==> config.mk <==
export PLATFORM = sky130hd
export DESIGN_NAME = shrot_unit
export DESIGN_NICKNAME = d
export VERILOG_FILES = /design/src/rtl/shrot_pkg.sv /design/src/rtl/shrot_count.sv /design/src/rtl/shrot_lane.sv /design/src/rtl/shrot_status.sv /design/src/rtl/shrot_unit.sv
export SDC_FILE = /design/constraint.sdc
export NUM_CORES = 1
export LEC_CHECK = 0
export CAP_MARGIN = 20
export CORE_ASPECT_RATIO = 1.2
export CORE_MARGIN = 4
export CORE_UTILIZATION = 35
export DETAILED_ROUTE_END_ITERATION = 10
export DONT_BUFFER_PORTS = 1
export PLACE_DENSITY = 0.46
export SLEW_MARGIN = 25
export SYNTH_ARGS = -nofsm -noshare
export SYNTH_HDL_FRONTEND = slang
export SYNTH_HIERARCHICAL = 1
export SYNTH_SLANG_ARGS = --single-unit
==> constraint.sdc <==
create_clock -name vclk -period 30.9
set_input_delay 7.725 -clock vclk [all_inputs]
set_output_delay 7.725 -clock vclk [all_outputs]
set_load 0.02 [all_outputs]
==> src/rtl/shrot_pkg.sv <==
package shrot_pkg;

   typedef enum logic [2:0] {
      OP_ROL  = 3'd0,
      OP_ROR  = 3'd1,
      OP_RCL  = 3'd2,
      OP_RCR  = 3'd3,
      OP_SHL  = 3'd4,
      OP_SHR  = 3'd5,
      OP_SHL2 = 3'd6,
      OP_SAR  = 3'd7
   } shrot_op_e;

   localparam int FLAG_CF = 0;
   localparam int FLAG_OF = 1;
   localparam int FLAG_SF = 2;
   localparam int FLAG_ZF = 3;
   localparam int FLAG_PF = 4;
   localparam int NFLAGS  = 5;

   localparam logic [NFLAGS-1:0] WE_ROTATE = NFLAGS'((1 << FLAG_CF) | (1 << FLAG_OF));
   localparam logic [NFLAGS-1:0] WE_SHIFT  = '1;

   function automatic logic op_is_shift(input logic [2:0] op);
      return op[2];
   endfunction

endpackage

==> src/rtl/shrot_count.sv <==
module shrot_count #(
   parameter int CNT_W         = 8,
   parameter int LATE_CNT_BITS = 5
) (
   input  logic [CNT_W-1:0] count_i,
   input  logic             late_i,
   output logic [CNT_W-1:0] eff_o,
   output logic             zero_o
);

   localparam int PAD_W = CNT_W - LATE_CNT_BITS;

   if (LATE_CNT_BITS < 1 || LATE_CNT_BITS > CNT_W) begin : g_bad_mask
      $error("shrot_count: LATE_CNT_BITS out of range");
   end

   logic [CNT_W-1:0] masked;

   if (PAD_W > 0) begin : g_pad
      assign masked = {{PAD_W{1'b0}}, count_i[LATE_CNT_BITS-1:0]};
   end else begin : g_nopad
      assign masked = count_i;
   end

   assign eff_o  = late_i ? masked : count_i;
   assign zero_o = (eff_o == '0);

endmodule

==> src/rtl/shrot_lane.sv <==
module shrot_lane
   import shrot_pkg::*;
#(
   parameter int W     = 16,
   parameter int CNT_W = 8
) (
   input  logic [W-1:0]     d_i,
   input  logic             carry_i,
   input  logic [CNT_W-1:0] cnt_i,
   input  logic [2:0]       op_i,
   output logic [W-1:0]     res_o,
   output logic             cf_o,
   output logic             of_o
);

   localparam int RW = W + 1;
   localparam logic [CNT_W-1:0] W_C  = CNT_W'(W);
   localparam logic [CNT_W-1:0] RW_C = CNT_W'(RW);

   if (W < 2 || RW >= (1 << CNT_W)) begin : g_bad_width
      $error("shrot_lane: width does not fit the count range");
   end

   // reduced counts
   logic [CNT_W-1:0] rc_cnt;   // through-carry modulo W+1
   logic [CNT_W-1:0] ro_cnt;   // plain rotate modulo W
   logic [CNT_W-1:0] sar_cnt;  // saturated at W

   assign rc_cnt  = cnt_i % RW_C;
   assign ro_cnt  = cnt_i % W_C;
   assign sar_cnt = (cnt_i > W_C) ? W_C : cnt_i;

   // rotate through carry: {carry, operand} as one ring
   logic [RW-1:0] ring;
   logic [RW-1:0] rcl_v;
   logic [RW-1:0] rcr_v;

   assign ring  = {carry_i, d_i};
   assign rcl_v = (ring << rc_cnt) | (ring >> (RW - int'(rc_cnt)));
   assign rcr_v = (ring >> rc_cnt) | (ring << (RW - int'(rc_cnt)));

   // plain rotates
   logic [W-1:0] rol_v;
   logic [W-1:0] ror_v;

   assign rol_v = (d_i << ro_cnt) | (d_i >> (W - int'(ro_cnt)));
   assign ror_v = (d_i >> ro_cnt) | (d_i << (W - int'(ro_cnt)));

   // shifts, with one extra bit that catches the last bit out
   logic [RW-1:0]        shl_v;
   logic [RW-1:0]        shr_v;
   logic signed [RW-1:0] sar_v;

   assign shl_v = {1'b0, d_i} << cnt_i;
   assign shr_v = {d_i, 1'b0} >> cnt_i;
   assign sar_v = $signed({d_i, 1'b0}) >>> sar_cnt;

   always_comb begin
      res_o = d_i;
      cf_o  = carry_i;
      of_o  = 1'b0;
      unique case (shrot_op_e'(op_i))
         OP_ROL: begin
            res_o = rol_v;
            cf_o  = rol_v[0];
            of_o  = rol_v[W-1] ^ rol_v[0];
         end
         OP_ROR: begin
            res_o = ror_v;
            cf_o  = ror_v[W-1];
            of_o  = ror_v[W-1] ^ ror_v[W-2];
         end
         OP_RCL: begin
            res_o = rcl_v[W-1:0];
            cf_o  = rcl_v[W];
            of_o  = rcl_v[W-1] ^ rcl_v[W];
         end
         OP_RCR: begin
            res_o = rcr_v[W-1:0];
            cf_o  = rcr_v[W];
            of_o  = d_i[W-1] ^ carry_i;
         end
         OP_SHL, OP_SHL2: begin
            res_o = shl_v[W-1:0];
            cf_o  = shl_v[W];
            of_o  = shl_v[W-1] ^ shl_v[W];
         end
         OP_SHR: begin
            res_o = shr_v[RW-1:1];
            cf_o  = shr_v[0];
            of_o  = d_i[W-1];
         end
         OP_SAR: begin
            res_o = sar_v[RW-1:1];
            cf_o  = sar_v[0];
            of_o  = 1'b0;
         end
         default: begin
            res_o = d_i;
         end
      endcase
   end

endmodule

==> src/rtl/shrot_status.sv <==
module shrot_status
   import shrot_pkg::*;
#(
   parameter int WORD_W = 16,
   parameter int BYTE_W = 8
) (
   input  logic [WORD_W-1:0] res_i,
   input  logic              wide_i,
   input  logic [2:0]        op_i,
   input  logic              zero_cnt_i,
   input  logic              carry_i,
   input  logic              lane_cf_i,
   input  logic              lane_of_i,
   output logic              cf_o,
   output logic              of_o,
   output logic              sf_o,
   output logic              zf_o,
   output logic              pf_o,
   output logic [NFLAGS-1:0] we_o
);

   logic msb;
   logic zero_res;
   logic even_par;

   assign msb      = wide_i ? res_i[WORD_W-1] : res_i[BYTE_W-1];
   assign zero_res = (res_i == '0);
   assign even_par = ~^res_i[7:0];

   always_comb begin
      we_o = '0;
      cf_o = carry_i;
      of_o = 1'b0;
      sf_o = 1'b0;
      zf_o = 1'b0;
      pf_o = 1'b0;
      if (!zero_cnt_i) begin
         cf_o = lane_cf_i;
         of_o = lane_of_i;
         if (op_is_shift(op_i)) begin
            we_o = WE_SHIFT;
            sf_o = msb;
            zf_o = zero_res;
            pf_o = even_par;
         end else begin
            we_o = WE_ROTATE;
         end
      end
   end

endmodule

==> src/rtl/shrot_unit.sv <==
module shrot_unit
   import shrot_pkg::*;
#(
   parameter int WORD_W        = 16,
   parameter int BYTE_W        = 8,
   parameter int CNT_W         = 8,
   parameter int LATE_CNT_BITS = 5
) (
   input  logic [WORD_W-1:0] opnd_i,
   input  logic              carry_i,
   input  logic [CNT_W-1:0]  count_i,
   input  logic [2:0]        op_i,
   input  logic              wide_i,
   input  logic              late_model_i,
   output logic [WORD_W-1:0] result_o,
   output logic              cf_o,
   output logic              of_o,
   output logic              sf_o,
   output logic              zf_o,
   output logic              pf_o,
   output logic [4:0]        flag_we_o
);

   localparam int NSIZE = 2;

   if (BYTE_W < 8 || WORD_W <= BYTE_W || (WORD_W + 1) >= (1 << CNT_W)) begin : g_bad_params
      $error("shrot_unit: inconsistent width parameters");
   end

   logic [CNT_W-1:0] cnt_eff;
   logic             cnt_zero;

   shrot_count #(
      .CNT_W         (CNT_W),
      .LATE_CNT_BITS (LATE_CNT_BITS)
   ) u_count (
      .count_i (count_i),
      .late_i  (late_model_i),
      .eff_o   (cnt_eff),
      .zero_o  (cnt_zero)
   );

   logic [WORD_W-1:0] lane_res [NSIZE];
   logic [NSIZE-1:0]  lane_cf;
   logic [NSIZE-1:0]  lane_of;

   for (genvar g = 0; g < NSIZE; g++) begin : g_lane
      localparam int LW = (g == 0) ? BYTE_W : WORD_W;
      logic [LW-1:0] res_w;

      shrot_lane #(
         .W     (LW),
         .CNT_W (CNT_W)
      ) u_lane (
         .d_i     (opnd_i[LW-1:0]),
         .carry_i (carry_i),
         .cnt_i   (cnt_eff),
         .op_i    (op_i),
         .res_o   (res_w),
         .cf_o    (lane_cf[g]),
         .of_o    (lane_of[g])
      );

      if (LW < WORD_W) begin : g_ext
         assign lane_res[g] = {{(WORD_W-LW){1'b0}}, res_w};
      end else begin : g_full
         assign lane_res[g] = res_w;
      end
   end

   assign result_o = lane_res[wide_i];

   shrot_status #(
      .WORD_W (WORD_W),
      .BYTE_W (BYTE_W)
   ) u_status (
      .res_i      (result_o),
      .wide_i     (wide_i),
      .op_i       (op_i),
      .zero_cnt_i (cnt_zero),
      .carry_i    (carry_i),
      .lane_cf_i  (lane_cf[wide_i]),
      .lane_of_i  (lane_of[wide_i]),
      .cf_o       (cf_o),
      .of_o       (of_o),
      .sf_o       (sf_o),
      .zf_o       (zf_o),
      .pf_o       (pf_o),
      .we_o       (flag_we_o)
   );

endmodule

Word-level counts from Yosys, hierarchy flattened
Cells that the tools add are included.
{"block": "totals", "register_bits": 0, "latchBits": 0, "ramBits": 0, "mem_bits_ro": 0, "in_bits": 30, "output_inout_bits": 26, "wordCells": 90, "memories": 0}
{"block": "classes", "addsub": 4, "n_mul": 0, "n_div": 2, "magnitude_cmp": 4, "n_eq_ne": 7, "shifts": 22, "muxes": 27, "bitwise_logic": 19, "n_reduce_logical": 5}
{"cell": "case mux 16 bit (7 select lines)", "count": 1}
{"cell": "case mux 8 bit (7 select lines)", "count": 1}
{"cell": "two-way mux 16 bit", "count": 3}
{"cell": "OR 17 bit", "count": 2}
{"cell": "right shift 17 x 8 -> 17 bit", "count": 2}
{"cell": "OR 16 bit", "count": 2}
{"cell": "<< shifter 16 x 32 -> 16 bit", "count": 1}
{"cell": "<< shifter 17 x 32 -> 17 bit", "count": 1}
{"cell": "<< shifter 8 x 32 -> 8 bit", "count": 1}
{"cell": "<< shifter 9 x 32 -> 9 bit", "count": 1}
{"cell": "right shift 16 x 32 -> 16 bit", "count": 1}
{"cell": "right shift 17 x 32 -> 17 bit", "count": 1}
{"cell": "right shift 8 x 32 -> 8 bit", "count": 1}
{"cell": "right shift 9 x 32 -> 9 bit", "count": 1}
{"cell": "case mux 1 bit (7 select lines)", "count": 4}
{"cell": "two-way mux 8 bit", "count": 3}
{"cell": "OR 9 bit", "count": 2}
{"cell": "right shift 9 x 8 -> 9 bit", "count": 2}
{"cell": "<< shifter 16 x 8 -> 17 bit", "count": 1}
{"cell": "<< shifter 17 x 8 -> 17 bit", "count": 1}
{"cell": ">>> shifter 17 x 8 -> 17 bit", "count": 1}
{"cell": "zero test 16 bit", "count": 1}
{"cell": "OR 8 bit", "count": 2}
{"cell": "<< shifter 16 x 4 -> 16 bit", "count": 1}
{"cell": "other kinds (27)", "count": 53}

Longest topological paths before layout
{"block": "depth", "word_depth": 12, "ltp_mapped": 44, "mapped_depth_nobuf": 35}

By module
Netlist, hierarchy kept.
{"module": "shrot_lane at g_lane[1].u_lane", "n_inst": 1, "cells_per_inst": 1249, "area_per_inst_um2": 7818.7, "seq_area_each_um2": 0.0}
{"module": "shrot_lane at g_lane[0].u_lane", "n_inst": 1, "cells_per_inst": 668, "area_per_inst_um2": 3951.3, "seq_area_each_um2": 0.0}
{"module": "shrot_status", "n_inst": 1, "cells_per_inst": 31, "area_per_inst_um2": 225.2, "seq_area_each_um2": 0.0}
{"module": "shrot_unit", "n_inst": 1, "cells_per_inst": 20, "area_per_inst_um2": 192.7, "seq_area_each_um2": 0.0}
{"module": "shrot_count", "n_inst": 1, "cells_per_inst": 12, "area_per_inst_um2": 87.6, "seq_area_each_um2": 0.0}

Worst setup path after synthesis
OpenSTA, ideal clock, no wires.
{"block": "synth_path", "path_kind": "input to output", "from": "input port count_i[0]", "to": "output port pf_o", "arrival_time_ps": 15815, "required_ps": 23175, "slack_ps": 7360, "path_stages": 44, "path_buffers": 10, "cell_sequence": "buf_4 > buf_2 > inv_2 > clkbuf_1 > ha_1 > buf_2 > nand3b_1 > a211oi_1 > o21ai_2 > a21oi_2 > ha_1 > nand2_1 > o31a_4 > a21oi_1 > buf_2 > xnor2_2 > ha_1 > inv_1 > (+8 left out) > buf_2 > buf_1 > ha_1 > clkinv_1 > o31ai_2 > o211a_1 > buf_4 > nand2_1 > buf_2 > nor3_1 > a211oi_1 > o21ai_0 > mux2_2 > inv_1 > ha_1 > xor2_1 > xnor2_1 > nor2_1"}
{"block": "synth_between", "elab_chain_len": 12, "elab_cells_between_ends": 50, "cone_classes": "add/sub (4); div (2); order compare (2); shift (22); mux (10); bitwise (8); reduce/logical (2)"}
{"item": "start, declared", "line": "shrot_unit.sv:11", "source": "input logic [CNT_W-1:0] count_i,"}
{"item": "two-way mux 8 bit *", "line": "shrot_count.sv:25", "source": "assign eff_o = late_i ? masked : count_i;"}
{"item": "remainder unit 8 x 5 -> 8 bit", "line": "shrot_lane.sv:29", "source": "assign rc_cnt = cnt_i % RW_C;"}
{"item": "subtractor 5 x 8 -> 9 bit", "line": "shrot_lane.sv:39, shrot_lane.sv:40"}
{"item": "<< shifter 17 x 32 -> 17 bit / right shift 17 x 32 -> 17 bit (equally long branches)", "line": "shrot_lane.sv:40, shrot_lane.sv:39"}
{"item": "OR 17 bit (on tied branches)", "line": "shrot_lane.sv:40, shrot_lane.sv:39"}
{"item": "case mux 16 bit (7 select lines) *", "line": "shrot_lane.sv:62", "source": "unique case (shrot_op_e'(op_i))"}
{"item": "via g_lane[1].res_w[2]", "line": "shrot_unit.sv:49", "source": "logic [LW-1:0] res_w;"}
{"item": "two-way mux 16 bit (not written as such) * (3 in a row)", "line": "shrot_unit.sv:71", "source": "assign result_o = lane_res[wide_i];"}
{"item": "via result_o[2]", "line": "shrot_unit.sv:15", "source": "output logic [WORD_W-1:0] result_o,"}
{"item": "XNOR reduction 8 bit *", "line": "shrot_status.sv:28", "source": "assign even_par = ~^res_i[7:0];"}
{"item": "two-way mux 1 bit *", "line": "shrot_status.sv:40", "source": "if (op_is_shift(op_i)) begin"}
{"item": "two-way mux 1 bit *", "line": "shrot_status.sv:37", "source": "if (!zero_cnt_i) begin"}
{"item": "end, declared", "line": "shrot_unit.sv:20", "source": "output logic pf_o,"}
The timed path passes the listed nets; every way through them passes the cells marked *. The select of a mux whose other input is x is not followed.

Worst setup path after layout
{"block": "layout_path", "from": "input port count_i[1]", "to": "output port pf_o"}
Same word-level chain as after synthesis.

==> flow_summary.toml <==
[worst_hold_path]
hold_end = "result_o[6]"
hold_class = "in -> out"
min_from = "wide_i"
hold_path_depth = 1

[clock_tree]
cts_setup_buffers = 0
cts_resized = 0
cts_hold_buf = 0

[drt]
vias = 15795
ant_nets = 0
wl_per_cell_um = 27.8
viasPerCell = 6.93
drt-total-wl_um = 63400
dr.pass1.iters = 6
drt_drc_violations_left = 0
drt_iter0_drc = 1962

[timing]
maxSlewHeadroom_pct = 31.2
rsz0062_at_grt = "no"
fin_crit_ns = 26.17
slew_violations = 0
finalHoldViolations = 0
fin_crit_sh_pct = 84.7
whs_ns = 15.64
setup_viol = 0
postLayoutSetupSlackWorst_ns = 4.73
tightest_slew_ns = 1.03
max_freq_ghz = 0.0382
setup-tns-final_ns = 0

[worst_setup_path]
crit_path_start = "count_i[1]"
critPathMostFrequentCell = "ha_1"
worstSetupEndpointType = "primary output"
cp_num_buf_inv = 6
critPathMaxStageDelay_ns = 0.82
crit_fanout = 91
critPathTopFamily = "compound AO/OA/AOI/OAI gates"
crit_required_ns = 23.18
start_kind = "input pin"
critPathSlowestCell = "o21bai_1"
worstPathArrival_ns = 18.45
setup.worst_path.class = "in -> out"

[finish]
nFlopsAndLatches = 0
nClkBuffers = 0
synthToLayoutAreaGrowth_pct = -0.224
fillers = 3831
drive_above_1_share_pct = 7.95
fin_area_um2 = 12200
nets = 1874
final_cells = 2279
num_antenna_cells = 0
final_util_pct = 35.7
regArea_um2 = 0

[placement]
pre_cts_slack_ns = 4.96
post-dp-hpwl_um = 47300
gp_congestion = 1.04
placed_cells = 2278
placed_area_um2 = 12200
port_buffers = 0

[logic_synthesis]
synthTopCellsByCount = "nand2_1, nor2_1, a21oi_1, o21ai_0, clkbuf_1"
yosysWarnings = 6
postSynthAreaPerCell_um2 = 6.20
synth.top_cell.area_share_pct = 9.27
postSynthCellCount = 1980
synth_top_cell_by_area = "nand2_1"
syn_nets = 2029
synth.most_common_cell = "nand2_1"
ys_types = 114
seq_area_frac_synth_pct = 0
synth.area.top_cells = "nand2_1, mux2i_1, a21oi_1"
synth_area_um2 = 12300

[floorplanning]
top_level_ports = 56
dieArea_um2 = 38100
design.core.area_um2 = 34400
fp.dieH_um = 213
die_x_um = 179
initial_core_util_pct = 35.7
num_rows = 74

[global_routing]
grt_max_degree = 98
antenna_found_initial = 1
grt_pass1_wl_um = 93900
globalRoute.totalOverflow = 0
grt_pass1_vias = 14793
grtUsageTotal_pct = 31.6

[power]
power.density_nw_per_um2 = 45.6
peakVddDrop_uv = 31.6
total_power_mw = 0.558
power.static_leakage_nw = 4.45

[flow_run]
maxCapViolCount = 0

[status]
status = "finished, final reports clean"
## cell families (layout without fill, tap and decap cells)
group / Yosys count / after routing / synth area share [%]
simple gates: 811 / 811 / 30.9
compound gates: 712 / 712 / 39.0
buf+inv: 241 / 84 / 8.48
mux: 149 / 149 / 15.6
xor+xnor: 48 / 48 / 4.07
fa+ha+maj: 19 / 19 / 1.94
## power breakdown
group / switching, mW / total [mW] / internal [mW] / leakage (nW)
Sequential: 0 / 0 / 0 / 0
Clock: 0 / 0 / 0 / 0
Combinational: 0.378 / 0.558 / 0.180 / 4.45
## worst max path at each step
| stage | endpoint | slack (ns) | cells past startpoint |
|---|---|---|---|
| floorplan | pf_o | 7.36 | 44 |
| global placement | pf_o | 5.24 | 35 |
| detailed placement | pf_o | 4.96 | 35 |
| CTS | pf_o | 4.96 | 35 |
| global route | pf_o | 3.91 | 35 |
| finish | pf_o | 4.73 | 35 |
## final cells by class
type | count | area (µm²) | share of cell area (%)
multi-input cells | 1739 | 11300 | 92.0
well taps | 456 | 571 | 4.66
inverters | 58 | 218 | 1.78
repair buffers | 26 | 195 | 1.59
## placed cells by master, fill, tap and decap left out, drive strengths merged, types with 12 or more instances in the layout
| cell type | synthesis | routed |
|---|---|---|
| mux2i | 96 | 96 |
| o31ai | 20 | 20 |
| inv | 55 | 55 |
| and2 | 27 | 27 |
| nor3 | 54 | 54 |
| buf | 68 | 25 |
| nor4 | 14 | 14 |
| and3 | 18 | 18 |
| a32oi | 18 | 18 |
| a31oi | 42 | 42 |
| xor2 | 14 | 14 |
| o21ai | 150 | 150 |
| ha | 19 | 19 |
| o22ai | 42 | 42 |
| or2 | 12 | 12 |
| nand3 | 64 | 64 |
| a21oi | 174 | 174 |
| nand2 | 303 | 303 |
| nor2b | 29 | 29 |
| a21boi | 12 | 12 |
| mux2 | 27 | 27 |
| a22oi | 15 | 15 |
| a211oi | 52 | 52 |
| nand2b | 26 | 26 |
| o221ai | 25 | 25 |
| nor2 | 206 | 206 |
| xnor2 | 34 | 34 |
| nand4 | 17 | 17 |
| mux4 | 26 | 26 |
| o211ai | 39 | 39 |
## per-layer routing
metal	wire length (µm)	part of all wire, %	GRT usage [%]	vias up
li1	-	-	-	7098
met2	29500	47	53.7	980
met5	7	0.011	0	-
met1	23700	37	37.8	7440
met4	5120	8.1	19.2	2
met3	5080	8.0	4.11	275
(Power assumes the default switching activity.)
